`config.mk`:
```
export PLATFORM = sky130hd
export DESIGN_NAME = disk_pio_decoder
export DESIGN_NICKNAME = d
export VERILOG_FILES = /design/src/rtl/dcd_pkg.sv /design/src/rtl/dcd_window.sv /design/src/rtl/dcd_prio.sv /design/src/rtl/dcd_devsel.sv /design/src/rtl/disk_pio_decoder.sv
export SDC_FILE = /design/constraint.sdc
export NUM_CORES = 1
export LEC_CHECK = 0
export BUFFER_PORTS_ARGS = -buffer_cell sky130_fd_sc_hd__buf_2
export CAP_MARGIN = 40
export CORE_UTILIZATION = 32
export CTS_BUF_LIST = sky130_fd_sc_hd__clkbuf_8
export CTS_CLUSTER_DIAMETER = 30
export DETAILED_ROUTE_END_ITERATION = 10
export HOLD_SLACK_MARGIN = 0.1
export PLACE_DENSITY = 0.5
export REMOVE_ABC_BUFFERS = 1
export SLEW_MARGIN = 5
export SYNTH_ARGS = -nofsm -noshare
export SYNTH_HDL_FRONTEND = slang
export SYNTH_SLANG_ARGS = --single-unit
```
`constraint.sdc`:
```
create_clock -name clk -period 4.6 [get_ports clk]
set_input_delay 0.92 -clock clk [delete_from_list [all_inputs] [get_ports clk]]
set_output_delay 0.92 -clock clk [all_outputs]
set_load 0.02 [all_outputs]
```
`src/rtl/dcd_pkg.sv`:
```
package dcd_pkg;
    typedef enum logic [2:0] {
        ST_IDLE,
        ST_DRIVE,
        ST_MASTER,
        ST_NOWIN,
        ST_BADSZ
    } dcd_state_e;

    localparam int NWIN     = 5;
    localparam int WIN_BM   = 4;
    localparam logic [1:0] SZ_WORD4 = 2'd2;
    localparam logic [1:0] SZ_RSVD  = 2'd3;
    localparam logic [1:0] SZ_BYTE  = 2'd0;
endpackage

```
`src/rtl/dcd_window.sv`:
```
module dcd_window #(
    parameter int AW   = 16,
    parameter int SPAN = 8
) (
    input  logic          clk,
    input  logic          rst_n,
    input  logic          load,
    input  logic [AW-1:0] load_base,
    input  logic [AW-1:0] addr,
    output logic          hit,
    output logic [AW-1:0] offset
);
    logic [AW-1:0] base_q;
    logic [AW:0]   limit;

    always_ff @(posedge clk) begin
        if (!rst_n)
            base_q <= '0;
        else if (load)
            base_q <= load_base;
    end

    assign limit  = {1'b0, base_q} + (AW+1)'(SPAN);
    assign hit    = ({1'b0, addr} >= {1'b0, base_q}) && ({1'b0, addr} < limit);
    assign offset = addr - base_q;
endmodule

```
`src/rtl/dcd_prio.sv`:
```
module dcd_prio #(
    parameter int N = 5
) (
    input  logic [N-1:0] hits,
    output logic         any,
    output logic [2:0]   idx
);
    always_comb begin
        idx = '0;
        for (int i = N - 1; i >= 0; i--) begin
            if (hits[i])
                idx = 3'(i);
        end
    end
    assign any = |hits;
endmodule

```
`src/rtl/dcd_devsel.sv`:
```
module dcd_devsel (
    input  logic       clk,
    input  logic       rst_n,
    input  logic [1:0] wr,
    input  logic       bit_in,
    output logic [1:0] dev_q,
    output logic [1:0] dev_nx
);
    always_comb begin
        dev_nx = dev_q;
        for (int c = 0; c < 2; c++) begin
            if (wr[c])
                dev_nx[c] = bit_in;
        end
    end

    always_ff @(posedge clk) begin
        if (!rst_n)
            dev_q <= '0;
        else
            dev_q <= dev_nx;
    end

    // shadow bits move only on a select write
    p_dev_hold_r4: assert property (@(posedge clk) disable iff (!rst_n)
        !$past(|wr) |-> $stable(dev_q));
    // both channels are never written by one access
    p_one_chan_r4: assert property (@(posedge clk) disable iff (!rst_n)
        $onehot0(wr));
endmodule

```
`src/rtl/disk_pio_decoder.sv`:
```
module disk_pio_decoder
    import dcd_pkg::*;
#(
    parameter int AW       = 16,
    parameter int DW       = 32,
    parameter int CMD_SPAN = 8,
    parameter int CTL_SPAN = 4,
    parameter int BM_SPAN  = 16,
    parameter int SEL_OFF  = 6,
    parameter int DEV_BIT  = 4,
    parameter int BM_SPLIT = 8
) (
    input  logic          clk,
    input  logic          rst_n,
    input  logic          io_en,
    input  logic          cfg_we,
    input  logic [2:0]    cfg_idx,
    input  logic [AW-1:0] cfg_base,
    input  logic          req_valid,
    input  logic          req_write,
    input  logic [AW-1:0] req_addr,
    input  logic [1:0]    req_size,
    input  logic [DW-1:0] req_wdata,
    output logic          drv_valid,
    output logic [1:0]    drv_idx,
    output logic          bm_valid,
    output logic          bm_chan,
    output logic          acc_write,
    output logic          acc_byte,
    output logic          acc_cmd,
    output logic [AW-1:0] acc_offset,
    output logic [DW-1:0] acc_wdata,
    output logic          err_addr,
    output logic          err_size
);
    localparam int SPANS [NWIN] = '{CMD_SPAN, CTL_SPAN, CMD_SPAN, CTL_SPAN, BM_SPAN};

    logic [NWIN-1:0] hits;
    logic [AW-1:0]   woff [NWIN];
    logic            any_hit;
    logic [2:0]      win;

    for (genvar g = 0; g < NWIN; g++) begin : g_win
        dcd_window #(.AW(AW), .SPAN(SPANS[g])) u_win (
            .clk       (clk),
            .rst_n     (rst_n),
            .load      (cfg_we && (cfg_idx == 3'(g))),
            .load_base (cfg_base),
            .addr      (req_addr),
            .hit       (hits[g]),
            .offset    (woff[g])
        );
    end

    dcd_prio #(.N(NWIN)) u_prio (
        .hits (hits),
        .any  (any_hit),
        .idx  (win)
    );

    logic [AW-1:0] off;
    logic          is_bm, is_cmd, chan, size_bad, go, sel_wr;
    logic [1:0]    dev_q, dev_nx, sel_wr_vec;

    always_comb begin
        off      = woff[win];
        is_bm    = (win == 3'(WIN_BM));
        is_cmd   = !is_bm && !win[0];
        chan     = is_bm ? (off >= AW'(BM_SPLIT)) : win[1];
        size_bad = (req_size == SZ_RSVD) || (!is_bm && req_size == SZ_WORD4);
        go       = req_valid && io_en;
        sel_wr   = go && any_hit && !size_bad && is_cmd && req_write
                   && (off == AW'(SEL_OFF));
        sel_wr_vec = sel_wr ? (chan ? 2'b10 : 2'b01) : 2'b00;
    end

    dcd_devsel u_dev (
        .clk    (clk),
        .rst_n  (rst_n),
        .wr     (sel_wr_vec),
        .bit_in (req_wdata[DEV_BIT]),
        .dev_q  (dev_q),
        .dev_nx (dev_nx)
    );

    dcd_state_e state_q, state_d;
    logic [AW-1:0] off_q;
    logic [DW-1:0] wdata_q;
    logic [1:0]    idx_q;
    logic          chan_q, write_q, byte_q, cmd_q;

    always_comb begin
        if (!go)
            state_d = ST_IDLE;
        else if (!any_hit)
            state_d = ST_NOWIN;
        else if (size_bad)
            state_d = ST_BADSZ;
        else if (is_bm)
            state_d = ST_MASTER;
        else
            state_d = ST_DRIVE;
    end

    always_ff @(posedge clk) begin
        if (!rst_n) begin
            state_q <= ST_IDLE;
            off_q   <= '0;
            wdata_q <= '0;
            idx_q   <= '0;
            chan_q  <= 1'b0;
            write_q <= 1'b0;
            byte_q  <= 1'b0;
            cmd_q   <= 1'b0;
        end else begin
            state_q <= state_d;
            if (go) begin
                off_q   <= off;
                wdata_q <= req_wdata;
                idx_q   <= {chan, dev_nx[chan]};
                chan_q  <= chan;
                write_q <= req_write;
                byte_q  <= (req_size == SZ_BYTE);
                cmd_q   <= is_cmd;
            end
        end
    end

    always_comb begin
        drv_valid  = 1'b0;
        drv_idx    = '0;
        bm_valid   = 1'b0;
        bm_chan    = 1'b0;
        acc_write  = 1'b0;
        acc_byte   = 1'b0;
        acc_cmd    = 1'b0;
        acc_offset = '0;
        acc_wdata  = '0;
        err_addr   = 1'b0;
        err_size   = 1'b0;
        unique case (state_q)
            ST_IDLE: ;
            ST_DRIVE: begin
                drv_valid  = 1'b1;
                drv_idx    = idx_q;
                acc_write  = write_q;
                acc_byte   = byte_q;
                acc_cmd    = cmd_q;
                acc_offset = off_q;
                acc_wdata  = wdata_q;
            end
            ST_MASTER: begin
                bm_valid   = 1'b1;
                bm_chan    = chan_q;
                acc_write  = write_q;
                acc_byte   = byte_q;
                acc_offset = off_q;
                acc_wdata  = wdata_q;
            end
            ST_NOWIN: err_addr = 1'b1;
            ST_BADSZ: err_size = 1'b1;
            default: ;
        endcase
    end

    // one outcome at a time
    p_one_outcome_r11: assert property (@(posedge clk) disable iff (!rst_n)
        $onehot0({drv_valid, bm_valid, err_addr, err_size}));
    // every outcome is caused by a request one cycle earlier
    p_caused_r11: assert property (@(posedge clk) disable iff (!rst_n)
        (drv_valid || bm_valid || err_addr || err_size) |-> $past(req_valid));
    // disabled decode yields nothing
    p_disabled_r6: assert property (@(posedge clk) disable iff (!rst_n)
        !$past(io_en) |-> !(drv_valid || bm_valid || err_addr || err_size));
    // drive accesses never carry a 4-byte or reserved size
    p_drv_size_r7: assert property (@(posedge clk) disable iff (!rst_n)
        drv_valid |-> ($past(req_size) < 2'd2));
endmodule

```
# After elaboration in Yosys (flattened, before gate mapping)
# Cells that the tools add are included.
[word_totals]
elab_cells = 108
out_inout_bits = 58
input_bits = 75
reg_bits = 139
[classes]
eq_ne = 12
n_addsub = 10
n_bitwise = 1
order_cmp = 13
n_mux = 29
reduce_logical = 28
[op_table]
columns = ["cell", "n"]
rows = [
  ["$lt 16x17->1", 5],
  ["$ge 16x16->1", 5],
  ["$sub 16x16->16", 5],
  ["$bmux 16 s3", 1],
  ["$mux 16", 3],
  ["$add 16x3->17 const B", 2],
  ["$add 16x4->17 const B", 2],
  ["$mux 32", 1],
  ["$logic_and 1x1->1", 18],
  ["$mux 3", 6],
  ["$add 16x5->17 const B", 1],
  ["$eq 16x3->1 const B", 1],
  ["$ge 16x4->1 const B", 1],
  ["$mux 1", 13],
  ["$eq 3x2->1 const B", 4],
  ["$mux 2", 5],
  ["$eq 3x3->1 const B", 3],
  ["$eq 3x1->1 const B", 2],
  ["$reduce_or 5->1", 1],
  ["$eq 2x2->1 const B", 2],
  ["$ge 4x4->1 const B", 1],
  ["$not 3->4", 1],
  ["$logic_not 1->1", 3],
  ["$logic_not 3->1", 1],
  ["other kinds (6)", 6],
]

# Depth between registers and ports, before layout
# Gate-level depths: netlist of run 1.
[logic_depth]
word_depth = 21
depth_mapped = 23
mapped_depth_nobuf = 21

# Modules after synthesis
# A second synthesis of run 1 with hierarchy kept.
[unflattened]
hier_cells = 1679
hier_area_um2 = 13624.3
[by_module_without_submodules]
columns = ["module", "instances", "seq_area_each_um2", "area_per_inst_um2", "cells_each"]
rows = [
  ["disk_pio_decoder", 1, 1121.1, 3402.0, 417],
  ["dcd_window at g_win[0].u_win", 1, 320.3, 2125.8, 271],
  ["dcd_window at g_win[2].u_win", 1, 320.3, 2083.2, 255],
  ["dcd_window at g_win[3].u_win", 1, 320.3, 2070.7, 253],
  ["dcd_window at g_win[4].u_win", 1, 320.3, 1909.3, 232],
  ["dcd_window at g_win[1].u_win", 1, 320.3, 1901.8, 237],
  ["dcd_devsel", 1, 40.0, 82.6, 6],
  ["dcd_prio", 1, 0.0, 48.8, 8],
]

# Worst setup path after synthesis of run 1
# No wires, ideal clock.
[synth_timing]
path_type = "input-to-reg"
from = "input port req_addr[0]"
to = "register idx_q[0]"
slack_ps = 67
required_ps = 4472
path_buffers = 1
path_stages = 18
setup_time_ps = 128
arrival_time_ps = 4405
path_cell_list = "inv_1 -> ha_1 -> fa_1 -> nand2b_1 -> a21oi_1 -> o21ai_0 -> a211oi_1 -> o21ai_1 -> a221oi_2 -> buf_4 -> a32oi_1 -> o311ai_1 -> nor4b_1 -> nand4b_1 -> nor4_2 -> nand2_1 -> mux2i_1 -> o221ai_2"
[synth_between]
elab_chain_cells = 20
word_cells_on_any_way = 51
classes_between = "add/sub (5); order compare (11); eq/ne (2); mux (15); bitwise (1); reduce/logical (17)"
[synth_lines]
columns = ["item", "line_no", "text"]
rows = [
  ["start: declaration", "disk_pio_decoder.sv:21", "input logic [AW-1:0] req_addr,"],
  ["branches (longest 18 deep; another with $lt 16x17->1)", "--", ""],
  ["$mux 1 (implied by the code) (*) (2 in a row)", "disk_pio_decoder.sv:120", "idx_q <= {chan, dev_nx[chan]};"],
  ["end signal: assignment", "disk_pio_decoder.sv:120", ""],
  ["end: declaration", "disk_pio_decoder.sv:89", "logic [1:0] idx_q;"],
]
# Every way passes the cells marked *. The select of a mux whose other input is x is not followed.
# A chain may end at the register's enable or synchronous reset.

# Worst setup path after layout of run 1
[layout_timing]
from = "register g_win[3].u_win.base_q[3]"
to = "register idx_q[0]"
[layout_between]
elab_chain_cells = 20
word_cells_on_any_way = 35
classes_between = "add/sub (2); order compare (3); eq/ne (2); mux (14); bitwise (1); reduce/logical (13)"
[layout_lines]
columns = ["item", "line_no", "text"]
rows = [
  ["start: declaration", "dcd_window.sv:13", "logic [AW-1:0] base_q;"],
  ["start signal: assignment", "dcd_window.sv:20", "base_q <= load_base;"],
  ["branches (longest 18 deep; another with $add 16x3->17)", "--", ""],
  ["$mux 1 (implied by the code) (*) (2 in a row)", "disk_pio_decoder.sv:120", ""],
]
# Marked as above.

==> impl_summary.md, run 1 <==
Run status
The flow ran to the end, but the final reports show violations. The checks that failed: negative setup slack.

Floorplan
The full die area is 0.0393 sq mm. The floorplan step set the die height to 198 microns. The count of standard-cell rows is 71.

For this configuration, the core starts out at a cell density of 0.326. The top-level port count is 133. From left edge to right edge, the die measures 198 microns. The total area inside the core boundary comes to 0.0378 sq mm.

Worst setup path
Walking the worst path, the cells encountered are inv_4 -> nor4_4 -> nand4_1 -> buf_4 -> nor3b_4 -> xnor2_2 -> ha_4 -> and3_4 -> a211oi_2 -> a41oi_2 -> o31ai_4 -> o21a_4 -> a2111oi_4 -> buf_4 -> and2_4 -> a211oi_2 -> o31a_1 -> nand4_1 -> buf_4 -> nor2_2 -> a31o_1 -> a211o_1 -> o221ai_2. The worst setup path endpoint is idx_q[0]$_SDFFE_PN0P_. At the worst endpoint, the required time is 5.01 ns. The signal arrival time at the worst endpoint is 5.08 ns. The type of element capturing the critical path is a flop. The critical path in this run is classified as reg -> reg. For this run, the slowest stage of the critical path takes 0.39 ns. The worst register-to-register path begins at g_win[3].u_win.base_q[3]$_SDFFE_PN0P_. The total buffers and inverters traversed by the critical path is 4. In this run the critical register-to-register path is captured at idx_q[0]$_SDFFE_PN0P_. The launching element type of the critical path is a flop. The number of cells on the worst reg-to-reg path is 23. The cell with the largest stage delay on the worst path is sky130_fd_sc_hd__dfxtp_4. The most numerous cell type found on the critical path is sky130_fd_sc_hd__buf_4. Across all register-to-register paths, the minimum setup slack is -0.07 ns. The cell family contributing the most delay on the critical path is compound AO/OA/AOI/OAI gates. Tracing the worst setup path back leads to its startpoint at g_win[3].u_win.base_q[3]$_SDFFE_PN0P_.

The biggest fanout along the worst timing path is 8. The critical path depth in cells is 23.

Clock network
The root buffer cell chosen for the clock tree is sky130_fd_sc_hd__clkbuf_8. The H-tree generated during clock tree synthesis spans 4 levels. CTS saw 138 sinks. The total CTS buffers is 17. The clock-pin slew reported for the worst setup and hold paths after clock tree synthesis is 0.09 ns. The clock latency at the later pin of the worst-skew pair is 0.50 ns.

The CTS tree is built. The maximum buffer depth of the clock tree is 2.

Synth
In this run, synthesis inferred 0 flip-flops with an integrated enable. Synthesis instantiated 87 different standard cells from the library. The biggest area contributor in the post-synthesis netlist is sky130_fd_sc_hd__dfxtp_1. The share of synthesized area occupied by flip-flops and latches is 0.224.

The most used flip-flop cell after synthesis is sky130_fd_sc_hd__dfxtp_1. The share of synthesized flip-flops with an asynchronous set or reset is 0. Synthesis produced a netlist whose cell count is 1661.

Synthesis inferred 138 register bits. A synthesized cell averages 7.42 sq um. The synthesized netlist occupies a cell area of 0.0123 sq mm. Ranked by total cell area, the synthesized netlist is headed by sky130_fd_sc_hd__dfxtp_1 22%, sky130_fd_sc_hd__ha_1 15%, sky130_fd_sc_hd__nand2_1 9.0%. The number of warnings printed during yosys synthesis is 0. The area share of the leading cell type in the synthesized netlist is 0.224.

Power and ir drop
VDD sags by at most 214 uV. The ratio of total power to cell area is 234 mW/mm^2. The reported leakage power is 0.00695 uW.

Detailed routing
Detailed routing placed a total of 21300 microns of wire on met2. The routed design uses 2570 microns of met3 wire. The total number of vias is 13200. After detailed routing, the number of vias per cell comes to 5.08. The first TritonRoute pass finished after 6 iterations.

The remaining number of nets flagged by the antenna check after routing is 0. The residual DRC count is 0. Summed over all layers, the routed wires come to 47700 microns. In the final routed layout, each cell accounts on average for 18.4 microns. After detailed routing, no signal wire sits above met5.

The number of violations reported at the end of detailed-routing iteration 0 is 727. The post-route met1 wirelength is 22700 microns.

Layout
The share of final-layout standard cells stronger than drive strength 1 is 0.274. In the final design database the tool counted 2297 nets. The core utilization of the finished layout is 0.442. The number of fill cells in the layout is 3947. From synthesis to final layout, the design area changed by 35.3%. 0 antenna diodes ended up in the layout.

STA
In the post-route analysis, the smallest setup slack over all paths is -0.0673 ns. The top achievable clock speed is 214 MHz. The tightest hold path in the finished design has a slack of 0.452 ns. The post-layout minimum cycle time is 4.67 ns. The tightest slew margin relative to the limit is 0.401.

The number of max-slew violations in the final report is 0. In the finished design, the share of the clock period the worst path needs comes to 1.01. The final-report setup violation count is 2. Clock skew on the completed layout was measured at 0.0160 ns. For the pin with the worst max-slew slack, the measured transition is 0.897 ns.

The number of hold violations in the final report was 0. Setup repair after global routing could not meet its margin everywhere.

GRT
Entering global routing, the biggest net connects 84 pins. The number of global-route vias before repair is 12500. Across every metal layer, demand over resource in global routing totals 0.245. The number of antenna violations at the first check in global routing came to 1. The wire length of the first global-routing pass is 72600 microns. After global routing the overflow that remains totals 0.

Hold path
The path class of the tightest hold or removal check is reg -> reg. Along the worst hold path, the cell count comes to 2.

Placed design
Once detailed placement completed, the half-perimeter wirelength came to 39000 microns. The congestion estimate from routability-driven global placement came to 0.963. In this run the tool buffered the top-level ports with 132 buffer cells.

Flow run
The max-capacitance violation count is 0.
through the flow:
stage          instance area, sq um  std cells  setup TNS (ns)  setup slack (ns)  total power [uW]
2_1_floorplan                 12100       1607          -0.484            -0.190              2010
3_3_place_gp                  15500       2523           -1.28            -0.383              2690
3_5_place_dp                  15600       2526           -1.67            -0.499              2700
4_1_cts                       16400       2582         -0.0216           -0.0216              3860
5_1_grt                       16700       2589          -0.905            -0.284              4120
6_report                      16700       2589         -0.0674           -0.0673              3900
worst reg2reg max path, delay by kind of cell (launching register included):
| family | cells | cell delay [ns] |
|---|---|---|
| buffers and inverters | 4 | 0.55 |
| xor gates and xnor gates | 1 | 0.10 |
| AOI/OAI and AO/OA | 10 | 2.06 |
| DFF | 1 | 0.39 |
| adders and majority gates | 1 | 0.26 |
| and+or+nand+nor | 7 | 1.22 |
worst min path at each step:
| stage | start | end | slack [ns] |
|---|---|---|---|
| 4_1_cts | wdata_q[4]$_SDFFE_PN0P_ | wdata_q[4]$_SDFFE_PN0P_ | 0.45 |
| 3_3_place_gp | wdata_q[3]$_SDFFE_PN0P_ | wdata_q[3]$_SDFFE_PN0P_ | 0.44 |
| 5_1_grt | wdata_q[15]$_SDFFE_PN0P_ | wdata_q[15]$_SDFFE_PN0P_ | 0.47 |
| 6_report | wdata_q[4]$_SDFFE_PN0P_ | wdata_q[4]$_SDFFE_PN0P_ | 0.45 |
| 3_5_place_dp | wdata_q[4]$_SDFFE_PN0P_ | wdata_q[4]$_SDFFE_PN0P_ | 0.44 |
| 2_1_floorplan | off_q[0]$_SDFFE_PN0P_ | off_q[0]$_SDFFE_PN0P_ | 0.43 |
cell families after synthesis:
kind of cell / share of synthesized area
and+or+nand+nor: 0.244
AOI/OAI and AO/OA: 0.223
buffers and inverters: 0.0495
adders and majority gates: 0.162
DFF: 0.224
xor gates and xnor gates: 0.0867
muxes: 0.0108
state kept, by name (all words and copies together) (netlist names):
name,cells
byte_q,1
idx_q,2
wdata_q,32
write_q,1
cmd_q,1
off_q,16
g_win.u_win.base_q,80
u_dev.dev_q,2
state_q,3
synthesized netlist by cell type, types with 5 or more instances:
master                     instances
sky130_fd_sc_hd__o31ai_1           7
sky130_fd_sc_hd__a21o_1           37
sky130_fd_sc_hd__o21ai_0          51
sky130_fd_sc_hd__a211oi_1         22
sky130_fd_sc_hd__mux2i_1          11
sky130_fd_sc_hd__dfxtp_1         138
sky130_fd_sc_hd__a21oi_1         214
sky130_fd_sc_hd__nor4_1            8
sky130_fd_sc_hd__nor3_1           21
sky130_fd_sc_hd__clkbuf_1         45
sky130_fd_sc_hd__nor2b_1          57
sky130_fd_sc_hd__xnor2_1          90
sky130_fd_sc_hd__o211ai_1          8
sky130_fd_sc_hd__nand2_1         296
sky130_fd_sc_hd__inv_1           101
sky130_fd_sc_hd__a31oi_1           6
sky130_fd_sc_hd__and4_1            7
sky130_fd_sc_hd__nand2b_1         13
sky130_fd_sc_hd__fa_1              5
sky130_fd_sc_hd__nand3_1          49
sky130_fd_sc_hd__nor2_1           94
sky130_fd_sc_hd__o21a_1           10
sky130_fd_sc_hd__o21bai_1          6
sky130_fd_sc_hd__xor2_1           32
sky130_fd_sc_hd__or2_2             5
sky130_fd_sc_hd__ha_1            152
sky130_fd_sc_hd__nand4_1          32
sky130_fd_sc_hd__and3_1           14
sky130_fd_sc_hd__and2_1            9
sky130_fd_sc_hd__or3_1             5
sky130_fd_sc_hd__nor3b_1           5
what timing repair did:
action	CTS	global route
gates resized for setup	67	34
setup buffers	26	7
pin swaps	38	22
endpoints found under the setup margin	4	4
hold buffers	0	0
metal layers:
metal / up-vias / GRT usage
met4: 2 / 0.0692
met1: 6090 / 0.331
li1: 6664 / -
met5: - / 0
met2: 356 / 0.399
met3: 51 / 0.0366
placed cells by master, fill, tap and decap left out, types with 15 or more instances in the layout:
| cell | synthesis | routed |
|---|---|---|
| sky130_fd_sc_hd__inv_1 | 101 | 100 |
| sky130_fd_sc_hd__a211oi_1 | 22 | 17 |
| sky130_fd_sc_hd__nor2b_1 | 57 | 57 |
| sky130_fd_sc_hd__nor2_1 | 94 | 90 |
| sky130_fd_sc_hd__xor2_1 | 32 | 32 |
| sky130_fd_sc_hd__nand3_1 | 49 | 48 |
| sky130_fd_sc_hd__buf_2 | 2 | 132 |
| sky130_fd_sc_hd__clkbuf_8 | 0 | 17 |
| sky130_fd_sc_hd__nand4_1 | 32 | 32 |
| sky130_fd_sc_hd__xnor2_1 | 90 | 89 |
| sky130_fd_sc_hd__a21o_1 | 37 | 36 |
| sky130_fd_sc_hd__o21ai_0 | 51 | 45 |
| sky130_fd_sc_hd__dfxtp_1 | 138 | 131 |
| sky130_fd_sc_hd__nor3_1 | 21 | 15 |
| sky130_fd_sc_hd__buf_4 | 3 | 296 |
| sky130_fd_sc_hd__ha_1 | 152 | 151 |
| sky130_fd_sc_hd__a21oi_1 | 214 | 209 |
| sky130_fd_sc_hd__nand2_1 | 296 | 291 |
final cells by class:
class                      count  area [sq um]  area share
sequential                   138          2770       0.166
clock inverter                15           180      0.0108
timing repair buffer         439          3060       0.183
multi-input combinational   1366          9400       0.564
inverter                     103           392      0.0235
tap                          511           639      0.0383
clock buffer                  17           234      0.0140
where the power goes:
group / internal [uW] / switching, uW / total (uW)
combinational: 727 / 844 / 1570
sequential: 1240 / 28.5 / 1270
clock: 503 / 560 / 1060
total: 2470 / 1430 / 3900
No activity file was read; power rests on OpenSTA's default activity.
==> inputs of run 2 (changes only) <==
CORE_ASPECT_RATIO = 1.25   (was unset)
SKIP_LAST_GASP = 1   (was unset)
==> run 2 against run 1 <==
The run still ends with negative setup slack left; register-to-register slack worse by 0.07 ns; non-clock buffer count up 70; final cell count up 1.9%; setup slack worse by 0.071 ns; clock-buffer cell count up 1; via count about the same; first-iteration DRC count down 13%; worst hold slack worse by 0.00052 ns; maximum frequency down 1.5%; clock skew down 0.0023 ns; sequential power about the same; critical endpoint unchanged; largest power group unchanged.
==> impl_summary.md, run 2 (synthesized netlist as in run 1, its figures left out) <==
STA
Setup repair after global routing missed its margin: true (unchanged). The final worst-path setup slack is -0.138 ns (was -0.0673 ns). The number of hold violations in the final report is 0 (unchanged).

The worst-margin pin slew is 0.807 ns (was 0.897 ns). The number of max-slew violations in the final report is 0 (unchanged). The tightest slew margin relative to the limit is 0.461 (was 0.401).

The top achievable clock speed is 211 MHz (was 214 MHz). The final-report setup violation count is 3 (was 2). The hold slack is 0.451 ns (was 0.452 ns). The final clock skew is 0.0137 ns (was 0.0160 ns). The final cycle utilization of the critical path is 1.03 (was 1.01).

The post-layout minimum cycle time is 4.74 ns (was 4.67 ns).

GRT
The pin count of the biggest net entering global routing is 60 (was 84). The number of global-route vias before repair was 12900 (was 12500). The layer with the highest usage was met2 (unchanged). The number of antenna violations at the first check in global routing is 0 (was 1).

The aggregate global routing overflow is 0 (unchanged). The global router's overall resource usage was 0.240 (was 0.245). The met3 global-route usage is 0.0268 (was 0.0366). The met2 global-route usage is 0.399 (about the same). The wire length of the first global-routing pass is 71300 microns (was 72600 microns). The global routing usage on met1 is 0.306 (was 0.331).

Worst setup path
The type of the worst setup path was reg -> reg (unchanged). The biggest fanout along the worst timing path is 4 (was 8). The launching element type of the critical path is a flop (unchanged). The type of element capturing the critical path is a flop (unchanged). The data required time at the worst endpoint is 4.96 ns (was 5.01 ns). The signal arrival time at the worst endpoint is 5.10 ns (was 5.08 ns). The depth of the worst register-to-register path was 24 (was 23).

Layout
The total number of nets in the final design is 2367 (was 2297). The synthesis-to-layout area growth was 37.0% (was 35.3%). The most common library cell in the layout ignoring fill and taps is sky130_fd_sc_hd__buf_4 (unchanged). The share of final-layout standard cells stronger than drive strength 1 is 0.287 (was 0.274).

The core utilization of the finished layout is 0.444 (was 0.442). The total inserted antenna cells is 0 (unchanged). The area of the multi-input gates is 0.00918 sq mm (was 0.00940 sq mm). Largest registers in the final layout: g_win.u_win.base_q (80), wdata_q (32), off_q (16) (unchanged).

Leading cell types in the layout, fill and taps excluded: 371 x sky130_fd_sc_hd__buf_4, 293 x sky130_fd_sc_hd__nand2_1, 213 x sky130_fd_sc_hd__a21oi_1 (was 296 x sky130_fd_sc_hd__buf_4, 291 x sky130_fd_sc_hd__nand2_1, 209 x sky130_fd_sc_hd__a21oi_1). The number of fill cells in the layout came to 3951 (was 3947). The sequential cell area is 0.00277 sq mm (unchanged). The number of flip-flops in the largest register was 80 (unchanged). The register with the most flip-flops is g_win.u_win.base_q (unchanged).

Placed design
The number of buffers added on ports is 132 (unchanged). The detailed placement HPWL is 39600 microns (was 39000 microns). The routability-driven placement congestion ratio is 0.907 (was 0.963).

Clock network
The maximum buffer depth of the clock tree was 2 (unchanged). The level count of the clock H-tree came to 4 (unchanged). The root buffer selected by CTS is sky130_fd_sc_hd__clkbuf_8 (unchanged).

The number of sinks on the clock net is 138 (unchanged). The CTS tree is built (unchanged). The quantity of hold-fixing buffers added after cts is 0 (unchanged). The total CTS buffers is 17 (unchanged). The clock-pin slew reported for the worst setup and hold paths after clock tree synthesis is 0.07 ns (was 0.09 ns). The clock latency at the later pin of the worst-skew pair is 0.49 ns (was 0.50 ns).

Power and ir drop
The ratio of total power to cell area is 223 mW/mm^2 (was 234 mW/mm^2). The peak supply drop is 196 uV (was 214 uV). The reported leakage power is 0.00720 uW (was 0.00695 uW).

Run status
Run status: complete, but fails checks (unchanged). Failing checks: negative setup slack (unchanged).

Floorplan
The standard cell core area came to 0.0380 sq mm (was 0.0378 sq mm). The height of the die was 221 microns (was 198 microns). The top-level port count is 133 (unchanged). The effective utilization at floorplan came to 0.324 (was 0.326).

The full die area came to 0.0393 sq mm (about the same). The overall die width came to 178 microns (was 198 microns). The count of standard-cell rows is 80 (was 71).

Detailed routing
The per-cell routed wire length was 17.8 microns (was 18.4 microns). The total wire length is 47000 microns (was 47700 microns). The routed via count divided by cell count is 4.99 (was 5.08).

The number of violations reported at the end of detailed-routing iteration 0 is 630 (was 727). The residual DRC count came to 0 (unchanged). The total number of vias is 13200 (about the same).

The remaining number of nets flagged by the antenna check after routing is 0 (unchanged). The count of TritonRoute iterations in the first routing pass was 5 (was 6).

Flow run
The max-capacitance violation count is 0 (unchanged).

Hold path
The type of the worst min-delay path is reg -> reg (unchanged). The number of cells on the worst hold path is 2 (unchanged).
-- run 2: cell count changes in the layout (fill, tap and decap cells not counted), moves of 3 or more --
| cell | delta |
|---|---|
| sky130_fd_sc_hd__clkinv_2 | +6 |
| sky130_fd_sc_hd__inv_8 | -4 |
| sky130_fd_sc_hd__inv_6 | -4 |
| sky130_fd_sc_hd__clkinvlp_4 | -3 |
| sky130_fd_sc_hd__buf_6 | -3 |
| sky130_fd_sc_hd__a21oi_1 | +4 |
| sky130_fd_sc_hd__buf_4 | +75 |
| sky130_fd_sc_hd__o21ai_0 | +4 |
-- run 2: worst paths after layout --
check / start / endpoint / slack [ns]
worst max-delay path: g_win[3].u_win.base_q[3]$_SDFFE_PN0P_ / idx_q[0]$_SDFFE_PN0P_ / -0.14
worst min-delay path: wdata_q[14]$_SDFFE_PN0P_ / wdata_q[14]$_SDFFE_PN0P_ / 0.45
worst max register to register: g_win[3].u_win.base_q[3]$_SDFFE_PN0P_ / idx_q[0]$_SDFFE_PN0P_ / -0.14
worst min register to register: wdata_q[14]$_SDFFE_PN0P_ / wdata_q[14]$_SDFFE_PN0P_ / 0.45
-- run 2: what timing repair did --
item	in CTS	in global routing
setup buffers	8	7
pin swaps	13	25
gates resized for setup	21	39
hold endpoints to repair	0	0
setup endpoints to repair	4	4
-- run 2: critical path, stage by stage, from the launching register on --
cell,delay [ns]
sky130_fd_sc_hd__dfxtp_4,0.37
sky130_fd_sc_hd__inv_4,0.04
sky130_fd_sc_hd__nor4_4,0.24
sky130_fd_sc_hd__buf_4,0.14
sky130_fd_sc_hd__nand4_1,0.11
sky130_fd_sc_hd__buf_4,0.18
sky130_fd_sc_hd__nor2_4,0.11
sky130_fd_sc_hd__xnor2_2,0.13
sky130_fd_sc_hd__ha_1,0.28
sky130_fd_sc_hd__buf_6,0.13
sky130_fd_sc_hd__a211oi_2,0.20
sky130_fd_sc_hd__o21ai_1,0.10
sky130_fd_sc_hd__o31ai_2,0.25
sky130_fd_sc_hd__buf_4,0.17
sky130_fd_sc_hd__o21a_1,0.16
sky130_fd_sc_hd__buf_4,0.13
sky130_fd_sc_hd__nand2_1,0.08
sky130_fd_sc_hd__o22a_1,0.25
sky130_fd_sc_hd__a221o_1,0.40
sky130_fd_sc_hd__a32oi_2,0.25
sky130_fd_sc_hd__nand4b_1,0.19
sky130_fd_sc_hd__nor4_4,0.20
sky130_fd_sc_hd__nand2_1,0.12
sky130_fd_sc_hd__mux2i_2,0.25
sky130_fd_sc_hd__o221ai_2,0.13
-- run 2: final cells by class --
type	count	share of cell area
well taps	492	0.0365
repair buffers	509	0.210
inverters	103	0.0232
flip-flops and latches	138	0.164
clock inverters	13	0.00763
multi-input cells	1366	0.544
clock buffers	18	0.0147
-- run 2: stage by stage --
step / setup TNS [ns] / std cells / total power (uW) / cell area (sq um) / setup slack, ns
4_1_cts: -0.667 / 2633 / 3770 / 16700 / -0.262
5_1_grt: -1.19 / 2639 / 3990 / 16900 / -0.405
6_report: -0.274 / 2639 / 3770 / 16900 / -0.138
3_3_place_gp: -1.44 / 2592 / 2760 / 16100 / -0.461
2_1_floorplan: -0.484 / 1607 / 2010 / 12100 / -0.190
3_5_place_dp: -1.64 / 2594 / 2770 / 16200 / -0.507
-- run 2: layer usage --
layer | up-vias | part of all wire
met5 | - | 0
met4 | 0 | 0.041
met3 | 70 | 0.039
met2 | 288 | 0.46
met1 | 6014 | 0.46
li1 | 6797 | -
-- run 2: report_power, final --
part	total (uW)	switching [uW]	leakage [uW]	internal, uW
logic	1540	812	0.00587	725
registers	1270	28.0	0.00113	1240
clock network	967	480	0.000203	487
total	3770	1320	0.00720	2450
